==> src/rtl/srt_pkg.sv <==
package srt_pkg;

   typedef enum logic [1:0] {
      DIG_ZERO = 2'b00,
      DIG_POS  = 2'b01,
      DIG_NEG  = 2'b11
   } srt_digit_e;

   typedef enum logic [1:0] {
      ST_IDLE = 2'b00,
      ST_RUN  = 2'b01,
      ST_FIN  = 2'b10
   } srt_state_e;

endpackage

==> src/rtl/srt_digit_select.sv <==
module srt_digit_select
   import srt_pkg::*;
#(
   parameter int FRAC_W = 16,
   parameter int VEC_W  = FRAC_W + 3
) (
   input  logic [VEC_W-1:0] dbl_sum,
   input  logic [VEC_W-1:0] dbl_carry,
   output srt_digit_e       digit
);
   // estimate covers the integer bits plus the 1/2 position
   localparam int EST_W = VEC_W - FRAC_W + 1;

   logic [EST_W-1:0] est;

   if (EST_W < 4) begin : g_bad_est
      $error("estimate narrower than 4 bits cannot hold 2R");
   end

   assign est = dbl_sum[VEC_W-1:FRAC_W-1] + dbl_carry[VEC_W-1:FRAC_W-1];

   always_comb begin
      if (!est[EST_W-1])
         digit = DIG_POS;
      else if (est == {EST_W{1'b1}})
         digit = DIG_ZERO;
      else
         digit = DIG_NEG;
   end

endmodule

==> src/rtl/srt_csa_step.sv <==
module srt_csa_step
   import srt_pkg::*;
#(
   parameter int FRAC_W = 16,
   parameter int VEC_W  = FRAC_W + 3
) (
   input  logic [VEC_W-1:0]  dbl_sum,
   input  logic [VEC_W-1:0]  dbl_carry,
   input  logic [FRAC_W-1:0] divisor,
   input  srt_digit_e        digit,
   output logic [VEC_W-1:0]  nxt_sum,
   output logic [VEC_W-1:0]  nxt_carry
);
   localparam int PAD_W = VEC_W - FRAC_W;

   logic [VEC_W-1:0] div_ext;
   logic [VEC_W-1:0] multiple;
   logic [VEC_W-1:0] maj;
   logic             inject;

   assign div_ext = {{PAD_W{1'b0}}, divisor};

   // divisor multiple: +Y for digit -1, ~Y (plus injected 1) for digit +1
   always_comb begin
      unique case (digit)
         DIG_NEG: multiple = div_ext;
         DIG_POS: multiple = ~div_ext;
         default: multiple = '0;
      endcase
   end

   assign inject = (digit == DIG_POS);

   for (genvar b = 0; b < VEC_W; b++) begin : g_cell
      assign nxt_sum[b] = dbl_sum[b] ^ dbl_carry[b] ^ multiple[b];
      assign maj[b]     = (dbl_sum[b] & dbl_carry[b]) |
                          (dbl_sum[b] & multiple[b])  |
                          (dbl_carry[b] & multiple[b]);
   end

   assign nxt_carry = {maj[VEC_W-2:0], inject};

endmodule

==> src/rtl/srt_rem_sign.sv <==
module srt_rem_sign #(
   parameter int VEC_W = 19
) (
   input  logic [VEC_W-1:0] vec_a,
   input  logic [VEC_W-1:0] vec_b,
   output logic             is_neg
);
   logic [VEC_W-1:0] total;

   assign total  = vec_a + vec_b;
   assign is_neg = total[VEC_W-1];

endmodule

==> src/rtl/srt_cs_divider.sv <==
module srt_cs_divider
   import srt_pkg::*;
#(
   parameter int FRAC_W = 16
) (
   input  logic              clk,
   input  logic              rst_n,
   input  logic              start,
   input  logic [FRAC_W-1:0] x_in,
   input  logic [FRAC_W-1:0] y_in,
   output logic              q_valid,
   output logic [1:0]        q_digit,
   output logic [FRAC_W+2:0] rem_sum,
   output logic [FRAC_W+2:0] rem_carry,
   output logic              done,
   output logic              rem_neg
);
   localparam int VEC_W = FRAC_W + 3;
   localparam int CNT_W = $clog2(FRAC_W + 1);
   localparam int PAD_W = VEC_W - FRAC_W;

   if (FRAC_W < 4) begin : g_bad_width
      $error("FRAC_W must be at least 4");
   end

   srt_state_e        state;
   logic [CNT_W-1:0]  step_cnt;
   logic [FRAC_W-1:0] div_q;
   logic [VEC_W-1:0]  r_sum, r_carry;
   logic [VEC_W-1:0]  dbl_sum, dbl_carry;
   logic [VEC_W-1:0]  nxt_sum, nxt_carry;
   srt_digit_e        sel;
   logic              neg_now;

   assign dbl_sum   = {r_sum[VEC_W-2:0], 1'b0};
   assign dbl_carry = {r_carry[VEC_W-2:0], 1'b0};

   srt_digit_select #(.FRAC_W(FRAC_W), .VEC_W(VEC_W)) u_sel (
      .dbl_sum   (dbl_sum),
      .dbl_carry (dbl_carry),
      .digit     (sel)
   );

   srt_csa_step #(.FRAC_W(FRAC_W), .VEC_W(VEC_W)) u_step (
      .dbl_sum   (dbl_sum),
      .dbl_carry (dbl_carry),
      .divisor   (div_q),
      .digit     (sel),
      .nxt_sum   (nxt_sum),
      .nxt_carry (nxt_carry)
   );

   srt_rem_sign #(.VEC_W(VEC_W)) u_sign (
      .vec_a  (r_sum),
      .vec_b  (r_carry),
      .is_neg (neg_now)
   );

   always_ff @(posedge clk or negedge rst_n) begin
      if (!rst_n) begin
         state    <= ST_IDLE;
         step_cnt <= '0;
         div_q    <= '0;
         r_sum    <= '0;
         r_carry  <= '0;
         q_valid  <= 1'b0;
         q_digit  <= DIG_ZERO;
         done     <= 1'b0;
         rem_neg  <= 1'b0;
      end else begin
         q_valid <= 1'b0;
         q_digit <= DIG_ZERO;
         done    <= 1'b0;
         unique case (state)
            ST_IDLE: begin
               if (start) begin
                  r_sum    <= {{PAD_W{1'b0}}, x_in};
                  r_carry  <= '0;
                  div_q    <= y_in;
                  step_cnt <= '0;
                  rem_neg  <= 1'b0;
                  state    <= ST_RUN;
               end
            end
            ST_RUN: begin
               r_sum    <= nxt_sum;
               r_carry  <= nxt_carry;
               q_valid  <= 1'b1;
               q_digit  <= sel;
               step_cnt <= step_cnt + 1'b1;
               if (step_cnt == CNT_W'(FRAC_W - 1))
                  state <= ST_FIN;
            end
            ST_FIN: begin
               done    <= 1'b1;
               rem_neg <= neg_now;
               state   <= ST_IDLE;
            end
            default: state <= ST_IDLE;
         endcase
      end
   end

   assign rem_sum   = r_sum;
   assign rem_carry = r_carry;

   // ---------------- assertions ----------------
   logic [VEC_W-1:0]        rem_val;
   logic [VEC_W-1:0]        step_ref;
   logic signed [VEC_W-1:0] y_s;

   assign rem_val = r_sum + r_carry;
   assign y_s     = $signed({{PAD_W{1'b0}}, div_q});

   always_comb begin
      unique case (sel)
         DIG_POS: step_ref = (rem_val << 1) - {{PAD_W{1'b0}}, div_q};
         DIG_NEG: step_ref = (rem_val << 1) + {{PAD_W{1'b0}}, div_q};
         default: step_ref = rem_val << 1;
      endcase
   end

   a_r1_load: assert property (@(posedge clk) disable iff (!rst_n)
      (state == ST_IDLE && start) |=> (rem_sum == {{PAD_W{1'b0}}, $past(x_in)} && rem_carry == '0));

   a_r2_digit_code: assert property (@(posedge clk) disable iff (!rst_n)
      q_valid |-> (q_digit != 2'b10));

   a_r4_update: assert property (@(posedge clk) disable iff (!rst_n)
      (state == ST_RUN) |=> (rem_val == $past(step_ref)));

   a_r5_bound: assert property (@(posedge clk) disable iff (!rst_n)
      (state != ST_IDLE) |-> ($signed(rem_val) >= -y_s && $signed(rem_val) < y_s));

   a_r7_done_after_last: assert property (@(posedge clk) disable iff (!rst_n)
      $fell(q_valid) |-> done);

   a_r7_done_pulse: assert property (@(posedge clk) disable iff (!rst_n)
      done |=> !done);

endmodule

==> config.mk <==
export PLATFORM = sky130hd
export DESIGN_NAME = srt_cs_divider
export DESIGN_NICKNAME = d
export VERILOG_FILES = /design/src/rtl/srt_pkg.sv /design/src/rtl/srt_digit_select.sv /design/src/rtl/srt_csa_step.sv /design/src/rtl/srt_rem_sign.sv /design/src/rtl/srt_cs_divider.sv
export SDC_FILE = /design/constraint.sdc
export NUM_CORES = 1
export LEC_CHECK = 0
export ABC_CLOCK_PERIOD_IN_PS = 4750
export BUFFER_PORTS_ARGS = -buffer_cell sky130_fd_sc_hd__clkbuf_2
export CORE_MARGIN = 1
export CORE_UTILIZATION = 60
export DETAILED_ROUTE_END_ITERATION = 8
export GPL_TIMING_DRIVEN = 0
export PLACE_DENSITY = 0.86
export SLEW_MARGIN = 0
export SYNTH_ARGS = -nofsm -noshare
export SYNTH_HDL_FRONTEND = slang
export SYNTH_HIERARCHICAL = 1
export SYNTH_SLANG_ARGS = --single-unit
==> constraint.sdc <==
create_clock -name clk -period 4.75 [get_ports clk]
set_input_delay 0.7125 -clock clk [delete_from_list [all_inputs] [get_ports clk]]
set_output_delay 0.7125 -clock clk [all_outputs]
set_load 0.03 [all_outputs]
==> results_dict.tcl <==
set metrics [dict create \
    multi_input_area_um2 2000 \
    layout_common_cells "clkbuf_2, inv_1, dfrtp_1, nand2_1, a22o_1" \
    die_w_um 84.4 \
    die_height_um 84.4 \
    layout_commonest_cell "clkbuf_2" \
    yosysSeqAreaShare_pct 40.5 \
    cts_buffers 9 \
    ys_ff_latch 66 \
    r2r.worst_path.cells 13 \
    synth_edf_count 0 \
    h-tree-depth 3 \
    crit_required_ns 4.96 \
    post_cts_buffers 0 \
    worst_hold_slack_ns 0.485 \
    critical_path_class "flip-flop to flip-flop" \
    num_io_pins 78 \
    synth_cell_types 42 \
    antenna_found_initial 0 \
    hold_path.class "flip-flop to flip-flop" \
    io_buffers 77 \
    fin_skew_ns 0.00936 \
    num_vias 3037 \
    grt-ovfl-total 0 \
    min_path_cells 1 \
    start_kind "flip-flop" \
    synth_area_leaders "dfrtp_1, fa_1, inv_1" \
    maxSlewViolCount 0 \
    setup_tns_ns 0 \
    grt_pass1_vias 3139 \
    synth_cells 383 \
    antenna_cells 0 \
    drive_gt1_share_pct 26.1 \
    clk_transition_reported_paths_ns 0.07 \
    grt_pass1_wl_um 14700 \
    gp_congestion 0.884 \
    final-setup-viol-count 0 \
    hpwlAfterDp_um 6400 \
    cts.sinks 66 \
    hold_viol_final 0 \
    synthFlopType "dfrtp_1" \
    met3_length_um 463 \
    m1WireLength_um 3900 \
    wl_um 8930 \
    vias_per_cell 5.49 \
    max-cap-violations 0 \
    yosysTopAreaCell "dfrtp_1" \
    fin_nets 548 \
    status "complete, but fails checks" \
    period_minus_slack_ns 3.18 \
    place_inst 538 \
    grt_setup_unrepaired "false" \
    violations "design-rule violations" \
    synthArstFlopShare_pct 100 \
    area_growth_syn_to_layout_pct 16.1 \
    cp.arrival_ns 3.39 \
    worst_pin_slew_ns 0.897 \
    drtPass1Iterations 6 \
    syn_area_per_cell_um2 10.6 \
    end_kind "flip-flop" \
    clock.fmax_mhz 314 \
    synth_top_area_share_pct 40.5 \
    cp_max_fo 10 \
    fill_cells 466 \
    route.met2.wl_um 4370 \
    postRouteAntennaNets 0 \
    top_layer "met4" \
    grt_max_degree 67 \
    wl_per_cell_um 16.1 \
    worstSkewPairLatency_ns 0.34 \
    ys_warn_count 6 \
    grtUsageTotal_pct 27.1 \
    relSlewSlack_pct 40.2 \
    seq_area_um2 1650 \
    synth.cell_area_um2 4080 \
    start_util_pct 63.1 \
    fin_crit_sh_pct 67.0 \
    cts_hold_buf 0 \
    coreArea_um2 6460 \
    drc 5 \
    rows 29 \
    cts_buffer_depth 2 \
    finalNonFillerCells 553 \
    cts-root-buf "clkbuf_8" \
    dieArea_um2 7130 \
    cts_tree "yes" \
    post_cts_resized 0 \
    drt_iter0_markers 210 \
]
routing by layer:
| metal | up-vias | global-route usage, % |
|---|---|---|
| li1 | 1414 | - |
| met5 | - | 0 |
| met4 | 0 | 12.8 |
| met3 | 20 | 5.31 |
| met1 | 1493 | 35.6 |
| met2 | 110 | 44.0 |
Yosys cell counts, drive strengths merged, types with 4 or more instances:
library cell and number:
nor2 4, dfrtp 66, a22o 23, mux2i 19
fa 19, ha 22, xnor2 18, o21ai 22
buf 15, a21oi 10, nand2 40, mux2 16
inv 75
cell type report:
| type | count | share of cell area (%) |
|---|---|---|
| clock buffers | 12 | 3.28 |
| repair buffers | 77 | 8.19 |
| flip-flops and latches | 66 | 34.9 |
| plain buffers | 17 | 2.83 |
| multi-input cells | 225 | 42.3 |
| inverters | 76 | 6.13 |
| clock inverters | 3 | 0.317 |
| well taps | 77 | 2.04 |
sequential cells by signal, summed over array words and instances (netlist names):
| register | cells |
|---|---|
| q_valid | 1 |
| div_q | 16 |
| state | 2 |
| rem_sum | 19 |
| rem_carry | 19 |
| q_digit | 2 |
| rem_neg | 1 |
| step_cnt | 5 |
| done | 1 |
worst paths after layout:
| kind | startpoint | to | slack (ns) |
|---|---|---|---|
| max | rem_sum[14]$_DFFE_PN0P_ | rem_sum[1]$_DFFE_PN0P_ | 1.57 |
| max reg2reg | rem_sum[14]$_DFFE_PN0P_ | rem_sum[1]$_DFFE_PN0P_ | 1.57 |
| min in group asynchronous | rst_n | rem_sum[18]$_DFFE_PN0P_ | 0.53 |
| min | step_cnt[3]$_DFFE_PN0P_ | step_cnt[3]$_DFFE_PN0P_ | 0.49 |
| max in group asynchronous | rst_n | rem_carry[9]$_DFFE_PN0P_ | 3.65 |
| min reg2reg | step_cnt[3]$_DFFE_PN0P_ | step_cnt[3]$_DFFE_PN0P_ | 0.49 |
worst max-delay path, stage by stage (launching register included):
cell     delay [ns]
dfrtp_1        0.45
ha_1           0.27
fa_1           0.39
xor2_1         0.15
and3_1         0.19
o21ba_1        0.25
buf_6          0.18
buf_12         0.16
xnor2_1        0.11
nand2_1        0.08
fa_1           0.51
inv_1          0.05
mux2i_1        0.18
o21ai_1        0.08
logic make-up after synthesis:
| kind of cell | synth area share, % |
|---|---|
| multiplexers | 9.83 |
| AO/OA/AOI/OAI | 11.3 |
| AND/OR/NAND/NOR | 7.28 |
| buffers and inverters | 10.4 |
| adder cells (fa/ha/maj) | 16.1 |
| XOR/XNOR | 4.51 |
| other | 0.0920 |
| flip-flops | 40.5 |
metrics by stage:
step	util, %	worst slack [ns]	cell area [µm²]
2_1_floorplan	-	1.77	4080
3_5_place_dp	70.7	1.63	4560
4_1_cts	73.3	1.61	4730
5_1_grt	73.3	1.47	4730
6_report	73.3	1.57	4730
3_3_place_gp	70.6	1.71	4560
Power is left out: the tool's default activity adds up to more than one toggle a clock period on the data nets, which glitch-free logic cannot reach.
